**src/rtl/mtest_pkg.sv**
```systemverilog
package mtest_pkg;

    // Pass codes; also the encoding of the fail_phase output.
    typedef enum logic [1:0] {
        PH_NONE   = 2'd0,
        PH_FILL   = 2'd1,
        PH_INVERT = 2'd2,
        PH_CLEAR  = 2'd3
    } phase_e;

    // Per-word step inside a pass.
    typedef enum logic [1:0] {
        ST_IDLE  = 2'd0,
        ST_ISSUE = 2'd1,
        ST_CHECK = 2'd2
    } step_e;

endpackage

```
**src/rtl/mtest_expect.sv**
```systemverilog
// Data the sequencer expects on a read and drives on a write, per pass.
module mtest_expect
    import mtest_pkg::*;
#(
    parameter int DATA_W = 16
) (
    input  phase_e              phase,
    input  logic [DATA_W-1:0]   pattern,
    output logic [DATA_W-1:0]   expect_rd,
    output logic [DATA_W-1:0]   write_val
);

    always_comb begin
        expect_rd = '0;
        write_val = '0;
        unique case (phase)
            PH_FILL: begin
                write_val = pattern;
            end
            PH_INVERT: begin
                expect_rd = pattern;
                write_val = ~pattern;
            end
            PH_CLEAR: begin
                expect_rd = ~pattern;
                write_val = '0;
            end
            default: begin
                expect_rd = '0;
                write_val = '0;
            end
        endcase
    end

endmodule

```
**src/rtl/mtest_walker.sv**
```systemverilog
// Address and pattern walker over the captured region.
module mtest_walker #(
    parameter int ADDR_W = 16,
    parameter int DATA_W = 16
) (
    input  logic              clk,
    input  logic              rst_n,
    input  logic              load,
    input  logic              rewind,
    input  logic              advance,
    input  logic [ADDR_W-1:0] lo_in,
    input  logic [ADDR_W-1:0] hi_in,
    output logic [ADDR_W-1:0] addr,
    output logic [DATA_W-1:0] pattern,
    output logic              at_end
);

    localparam logic [DATA_W-1:0] PAT_FIRST = DATA_W'(1);

    typedef struct packed {
        logic [ADDR_W-1:0] addr;
        logic [ADDR_W-1:0] lo;
        logic [ADDR_W-1:0] hi;
        logic [DATA_W-1:0] pat;
    } walk_t;

    walk_t walk_d, walk_q;

    always_comb begin
        walk_d = walk_q;
        if (load) begin
            walk_d.lo   = lo_in;
            walk_d.hi   = hi_in;
            walk_d.addr = lo_in;
            walk_d.pat  = PAT_FIRST;
        end else if (rewind) begin
            walk_d.addr = walk_q.lo;
            walk_d.pat  = PAT_FIRST;
        end else if (advance) begin
            walk_d.addr = walk_q.addr + ADDR_W'(1);
            walk_d.pat  = walk_q.pat + DATA_W'(1);
        end
    end

    always_ff @(posedge clk) begin
        if (!rst_n) begin
            walk_q <= '0;
        end else begin
            walk_q <= walk_d;
        end
    end

    assign addr    = walk_q.addr;
    assign pattern = walk_q.pat;
    assign at_end  = (walk_q.addr == walk_q.hi);

endmodule

```
**src/rtl/mtest_fault_log.sv**
```systemverilog
// Sticky outcome and first-failure record.
module mtest_fault_log #(
    parameter int ADDR_W = 16,
    parameter int DATA_W = 16
) (
    input  logic              clk,
    input  logic              rst_n,
    input  logic              clear,
    input  logic              record,
    input  logic              mark_pass,
    input  logic [ADDR_W-1:0] rec_addr,
    input  logic [DATA_W-1:0] rec_expected,
    input  logic [DATA_W-1:0] rec_actual,
    input  logic [1:0]        rec_phase,
    output logic              passed,
    output logic              failed,
    output logic [ADDR_W-1:0] fail_addr,
    output logic [DATA_W-1:0] fail_expected,
    output logic [DATA_W-1:0] fail_actual,
    output logic [1:0]        fail_phase
);

    typedef struct packed {
        logic              passed;
        logic              failed;
        logic [ADDR_W-1:0] addr;
        logic [DATA_W-1:0] expected;
        logic [DATA_W-1:0] actual;
        logic [1:0]        phase;
    } log_t;

    log_t log_d, log_q;

    always_comb begin
        log_d = log_q;
        if (clear) begin
            log_d = '0;
        end else if (record) begin
            log_d.failed   = 1'b1;
            log_d.addr     = rec_addr;
            log_d.expected = rec_expected;
            log_d.actual   = rec_actual;
            log_d.phase    = rec_phase;
        end else if (mark_pass) begin
            log_d.passed = 1'b1;
        end
    end

    always_ff @(posedge clk) begin
        if (!rst_n) begin
            log_q <= '0;
        end else begin
            log_q <= log_d;
        end
    end

    assign passed        = log_q.passed;
    assign failed        = log_q.failed;
    assign fail_addr     = log_q.addr;
    assign fail_expected = log_q.expected;
    assign fail_actual   = log_q.actual;
    assign fail_phase    = log_q.phase;

    AST_NEVER_BOTH: assert property (@(posedge clk) disable iff (!rst_n)
        !(passed && failed));
    AST_FAIL_IS_MISMATCH: assert property (@(posedge clk) disable iff (!rst_n)
        failed |-> (fail_expected != fail_actual));
    AST_FAIL_PHASE_CODE: assert property (@(posedge clk) disable iff (!rst_n)
        failed |-> (fail_phase == 2'd2 || fail_phase == 2'd3));

endmodule

```
**src/rtl/mem_march_tester.sv**
```systemverilog
module mem_march_tester
    import mtest_pkg::*;
#(
    parameter int ADDR_W = 16,
    parameter int DATA_W = 16
) (
    input  logic              clk,
    input  logic              rst_n,
    input  logic              start,
    input  logic [ADDR_W-1:0] region_lo,
    input  logic [ADDR_W-1:0] region_hi,
    output logic              mem_en,
    output logic              mem_we,
    output logic [ADDR_W-1:0] mem_addr,
    output logic [DATA_W-1:0] mem_wdata,
    input  logic [DATA_W-1:0] mem_rdata,
    output logic              busy,
    output logic              done,
    output logic              passed,
    output logic              failed,
    output logic [ADDR_W-1:0] fail_addr,
    output logic [DATA_W-1:0] fail_expected,
    output logic [DATA_W-1:0] fail_actual,
    output logic [1:0]        fail_phase
);

    typedef struct packed {
        step_e  step;
        phase_e phase;
        logic   done;
    } seq_t;

    seq_t seq_d, seq_q;

    logic              walk_load, walk_rewind, walk_adv, at_end;
    logic [ADDR_W-1:0] cur_addr;
    logic [DATA_W-1:0] cur_pat, exp_rd, wr_val;
    logic              log_clear, log_record, log_pass;
    logic              match;

    mtest_walker #(.ADDR_W(ADDR_W), .DATA_W(DATA_W)) walker_i (
        .clk     (clk),
        .rst_n   (rst_n),
        .load    (walk_load),
        .rewind  (walk_rewind),
        .advance (walk_adv),
        .lo_in   (region_lo),
        .hi_in   (region_hi),
        .addr    (cur_addr),
        .pattern (cur_pat),
        .at_end  (at_end)
    );

    mtest_expect #(.DATA_W(DATA_W)) expect_i (
        .phase     (seq_q.phase),
        .pattern   (cur_pat),
        .expect_rd (exp_rd),
        .write_val (wr_val)
    );

    assign match = (mem_rdata == exp_rd);

    always_comb begin
        seq_d       = seq_q;
        seq_d.done  = 1'b0;
        walk_load   = 1'b0;
        walk_rewind = 1'b0;
        walk_adv    = 1'b0;
        log_clear   = 1'b0;
        log_record  = 1'b0;
        log_pass    = 1'b0;
        mem_en      = 1'b0;
        mem_we      = 1'b0;
        mem_addr    = cur_addr;
        mem_wdata   = '0;
        unique case (seq_q.step)
            ST_IDLE: begin
                if (start) begin
                    walk_load   = 1'b1;
                    log_clear   = 1'b1;
                    seq_d.phase = PH_FILL;
                    seq_d.step  = ST_ISSUE;
                end
            end
            ST_ISSUE: begin
                mem_en = 1'b1;
                if (seq_q.phase == PH_FILL) begin
                    mem_we    = 1'b1;
                    mem_wdata = wr_val;
                    if (at_end) begin
                        walk_rewind = 1'b1;
                        seq_d.phase = PH_INVERT;
                    end else begin
                        walk_adv = 1'b1;
                    end
                end else begin
                    seq_d.step = ST_CHECK;
                end
            end
            ST_CHECK: begin
                if (match) begin
                    mem_en    = 1'b1;
                    mem_we    = 1'b1;
                    mem_wdata = wr_val;
                    if (!at_end) begin
                        walk_adv   = 1'b1;
                        seq_d.step = ST_ISSUE;
                    end else if (seq_q.phase == PH_INVERT) begin
                        walk_rewind = 1'b1;
                        seq_d.phase = PH_CLEAR;
                        seq_d.step  = ST_ISSUE;
                    end else begin
                        log_pass    = 1'b1;
                        seq_d.done  = 1'b1;
                        seq_d.phase = PH_NONE;
                        seq_d.step  = ST_IDLE;
                    end
                end else begin
                    log_record  = 1'b1;
                    seq_d.done  = 1'b1;
                    seq_d.phase = PH_NONE;
                    seq_d.step  = ST_IDLE;
                end
            end
            default: begin
                seq_d.step  = ST_IDLE;
                seq_d.phase = PH_NONE;
            end
        endcase
    end

    always_ff @(posedge clk) begin
        if (!rst_n) begin
            seq_q <= '{step: ST_IDLE, phase: PH_NONE, done: 1'b0};
        end else begin
            seq_q <= seq_d;
        end
    end

    assign busy = (seq_q.step != ST_IDLE);
    assign done = seq_q.done;

    mtest_fault_log #(.ADDR_W(ADDR_W), .DATA_W(DATA_W)) log_i (
        .clk           (clk),
        .rst_n         (rst_n),
        .clear         (log_clear),
        .record        (log_record),
        .mark_pass     (log_pass),
        .rec_addr      (cur_addr),
        .rec_expected  (exp_rd),
        .rec_actual    (mem_rdata),
        .rec_phase     (seq_q.phase),
        .passed        (passed),
        .failed        (failed),
        .fail_addr     (fail_addr),
        .fail_expected (fail_expected),
        .fail_actual   (fail_actual),
        .fail_phase    (fail_phase)
    );

    AST_QUIET_WHEN_IDLE: assert property (@(posedge clk) disable iff (!rst_n)
        !busy |-> !mem_en);
    AST_DONE_ONE_CYCLE: assert property (@(posedge clk) disable iff (!rst_n)
        done |=> !done);
    AST_DONE_ENDS_BUSY: assert property (@(posedge clk) disable iff (!rst_n)
        done |-> !busy);
    AST_FILL_WRITES_ONLY: assert property (@(posedge clk) disable iff (!rst_n)
        (seq_q.phase == PH_FILL) |-> (mem_en && mem_we));
    AST_WRITE_FOLLOWS_READ: assert property (@(posedge clk) disable iff (!rst_n)
        (mem_en && mem_we && seq_q.phase != PH_FILL)
            |-> ($past(mem_en) && !$past(mem_we) && $past(mem_addr) == mem_addr));
    AST_OUTCOME_WITH_DONE: assert property (@(posedge clk) disable iff (!rst_n)
        done |-> (passed || failed));

endmodule

```
**config.mk**
```make
export PLATFORM = sky130hd
export DESIGN_NAME = mem_march_tester
export DESIGN_NICKNAME = d
export VERILOG_FILES = /design/src/rtl/mtest_pkg.sv /design/src/rtl/mtest_expect.sv /design/src/rtl/mtest_walker.sv /design/src/rtl/mtest_fault_log.sv /design/src/rtl/mem_march_tester.sv
export SDC_FILE = /design/constraint.sdc
export NUM_CORES = 1
export LEC_CHECK = 0
export BUFFER_PORTS_ARGS = -buffer_cell sky130_fd_sc_hd__buf_2
export CORE_MARGIN = 4
export CORE_UTILIZATION = 57
export CTS_BUF_LIST = sky130_fd_sc_hd__clkbuf_4 sky130_fd_sc_hd__clkbuf_8 sky130_fd_sc_hd__clkbuf_16
export DETAILED_ROUTE_END_ITERATION = 10
export HOLD_SLACK_MARGIN = 0.12
export PLACE_DENSITY = 0.78
export SYNTH_ARGS = -nofsm -noshare
export SYNTH_HDL_FRONTEND = slang
export SYNTH_SLANG_ARGS = --single-unit
```
**constraint.sdc**
```tcl
create_clock -name clk -period 4.25 [get_ports clk]
set_clock_uncertainty 0.1 [all_clocks]
set_input_delay 0.6375 -clock clk [delete_from_list [all_inputs] [get_ports clk]]
set_output_delay 0.6375 -clock clk [all_outputs]
set_load 0.05 [all_outputs]
```
==> metrics.md <==
| Metric | Value |
|---|---|
| Reported leakage power | 3.20 nW |
| Clock slew at the register clock pins of the worst setup and hold paths | around 60 ps |
| Setup TNS | 0 ps |
| Starting Density | 58.0% |
| Syn Nets | 1,022 |
| Number of buffers inserted during clock tree synthesis | 17 |
| Wire length per cell after detailed routing | around 17 um |
| Number of standard-cell rows in the floorplan | ~40 |
| Largest delay contributor family on the critical path | simple AND/OR/NAND/NOR gates |
| Power density over the cells | ~580 mW/mm^2 |
| Asr flop ratio synth | 0% |
| Startpoint kind of the worst setup timing path | register |
| First-pass GRT wire length | around 34,000 um |
| Total global-route track usage | between 20% and 30% |
| Maximum fanout along the worst path | 30 |
| Placer's final routability congestion estimate | 0.928 |
| Placeable Area | between 0.01 and 0.015 sq mm |
| Synthesized instance count | slightly below 1,000 |
| Status | finished, final reports clean |
| Area of the mapped netlist | 0.00729 sq mm |
| Largest net degree at the start of global routing | between 50 and 60 |
| Height of the die | about 120 um |
| Via density | roughly 6 |
| Share of cells above drive strength 1 | 21.5% |
| Required time of the critical path | roughly 3500 ps |
| Type of the worst setup path | register to output pin |
| Total grt overflow | 0 |
| PortBufs | about 140 |
| Layout Nets | 1,084 |
| Biggest area consumer among synthesized cells | sky130_fd_sc_hd__dfxtp_1 |
| Via count | slightly above 7,000 |
| Synth area leaders | sky130_fd_sc_hd__dfxtp_1, sky130_fd_sc_hd__a21oi_1, sky130_fd_sc_hd__nand2_1 |
| Final Total Pwr | just under 0.005 W |
| Count of TritonRoute iterations in the first routing pass | 6 |
| Latest clock arrival within the worst-skew pair | about 420 ps |
| Worst endpoint data arrival time | around 3300 ps |
| Post-route minimum period | around 4000 ps |
| Die footprint | ~0.015 sq mm |
| Final number of hold-violating endpoints | 0 |
| Worst Tran Pin Value | approximately 800 ps |
| Warnings, synthesis | 0 |
| Portion of synthesized cell area occupied by the leading cell type | about a third |
| Antenna violation net count after detailed routing | 0 |
| Initial antenna violation count | 0 |
| Most repeated cell in the gate-level netlist after synthesis | sky130_fd_sc_hd__nand2_1 |
| Setup repair after global routing missed its margin | false |
| Avg Inst Size Synth | 7.56 sq um |
| Post-detail-place hpwl | ~14,000 um |
| Max-cap violations | 0 |
| H-Tree Depth | 4 |
| Final Routed Wirelength | 21,100 um |
| Relative slew margins | 46.3% |
| Area growth syn-to-layout | 15.6% |
| Number of storage elements in the synthesis netlist | about 120 |
| DRC violations left | 0 |
| Crit path capture type | output pin |
| Maximum root-to-sink buffer count | 2 |
| Number of diodes added for antenna fixing | 0 |
| Vias in the first global route | approximately 6,500 |
| Final Core Density | 67.1% |
| Buffer and inverter count on the worst path | 3 |
| Final worst-path cycle share | a little over nine tenths |
| Peak VDD IR | roughly 0.00038 V |
| Horizontal die dimension | 121 um |
| Count of pins over their slew limit | 0 |
| Slowest cell delay on critical path | 430 ps |
| Count of flip-flops with a built-in enable after synthesis | 0 |
| Violation count after the first detailed-route iteration | ~1,000 |
| Count of distinct cell types in the synthesized netlist | 77 |
| Number of top-level pins | 139 |
| Commonest cells in the synthesized netlist | sky130_fd_sc_hd__nand2_1, sky130_fd_sc_hd__dfxtp_1, sky130_fd_sc_hd__a21oi_1 |
| Clock sink count | 121 |
| CTS tree | built |
| Root buf cell | sky130_fd_sc_hd__clkbuf_16 |
| Slowest cell on the critical path | sky130_fd_sc_hd__dfxtp_4 |
| Classification of the worst-slack hold path | primary input to register |
| Maximum operating frequency | ~250 MHz |
| Most frequently used flop master after synthesis | sky130_fd_sc_hd__dfxtp_1 |
| Post-synthesis sequential area ratio | roughly 33% |
| Worst-path cell chain | buf_4 -> or3_1 -> a311oi_1 -> a311oi_1 -> a21oi_2 -> nand4_1 -> nor2_1 -> o21ai_1 -> buf_4 -> nor2_1 -> buf_2 |
| Post-cts hold buffer count | 0 |
| Final count of negative-setup-slack endpoints | 0 |
state kept, by name, summed over array words and instances (netlist names), 2 cells and up:
signal,flops
log_i.fail_addr,16
walker_i.walk_q,32
walker_i.pattern,16
log_i.fail_expected,16
seq_q,4
log_i.fail_phase,2
log_i.fail_actual,16
walker_i.addr,16
cells by family (layout without fill, tap and decap cells):
group / Yosys count / after routing / synth area share (%)
simple gates: 383 / 383 / 28.0
compound gates: 260 / 260 / 21.9
buf+inv: 137 / 212 / 8.78
flops: 121 / 121 / 33.2
xor+xnor: 54 / 54 / 6.49
fa+ha+maj: 6 / 6 / 1.03
mux: 4 / 4 / 0.566
worst min-delay path, cell delays in order:
cell and delay (ps):
sky130_fd_sc_hd__buf_2 90, sky130_fd_sc_hd__nand2_1 40, sky130_fd_sc_hd__a21oi_1 50
per-stage QoR:
stage / worst slack (ps) / area [sq um] / std cells / hold WS (ps)
5_1_grt: 34.5 / 8430 / 1212 / 348
6_report: 265 / 8430 / 1212 / 350
4_1_cts: 155 / 8410 / 1210 / 341
2_1_floorplan: 325 / 7290 / 965 / 336
3_3_place_gp: 515 / 7800 / 1178 / 342
3_5_place_dp: 498 / 7800 / 1178 / 348
power by group:
group | internal [W] | switching [W]
Sequential | 0.00129 | 0.000213
Clock | 0.000931 | 0.000531
Combinational | 0.000623 | 0.00130
path summary, 6_finish.rpt:
path | start | endpoint | slack [ps] | depth (start not counted)
worst max-delay path | seq_q[1]$_SDFFE_PN0P_ | mem_wdata[15] | 260 | 11
worst min-delay path | region_hi[15] | walker_i.walk_q[31]$_SDFFE_PN0P_ | 350 | 3
worst max register to register | seq_q[1]$_SDFFE_PN0P_ | walker_i.addr[4]$_SDFFE_PN0P_ | 560 | 10
worst min register to register | walker_i.walk_q[35]$_SDFFE_PN0P_ | walker_i.walk_q[35]$_SDFFE_PN0P_ | 350 | 2
final cells by class:
type	instances	area, sq um
tap	172	215
fill	1100	4140
timing repair buffer	165	896
clock inverter	10	116
clock buffer	22	488
multi-input combinational	707	4230
sequential	121	2430
inverter	15	56.3
metal layers:
metal,vias to the layer above,global-route usage [%],wire [um]
met3,59,6.71,1730
li1,3501,-,-
met2,335,46.0,10100
met5,-,0,0
met4,0,13.1,821
met1,3374,36.3,8510
repair_timing:
| action | CTS | global route |
|---|---|---|
| resized for setup | 0 | 3 |
| setup buffers | 0 | 2 |
| endpoints found under the setup margin | 0 | 18 |
placed cells by master (no fill, tap or decap), drive strengths merged, types with 23 or more instances in the layout:
| cell | n |
|---|---|
| buf | 164 |
| nand2 | 133 |
| dfxtp | 121 |
| a21oi | 114 |
| o21ai | 73 |
| nor2 | 63 |
| nand3 | 43 |
| xnor2 | 37 |
| nor3 | 23 |
| clkbuf | 23 |
(Power assumes the default switching activity.)
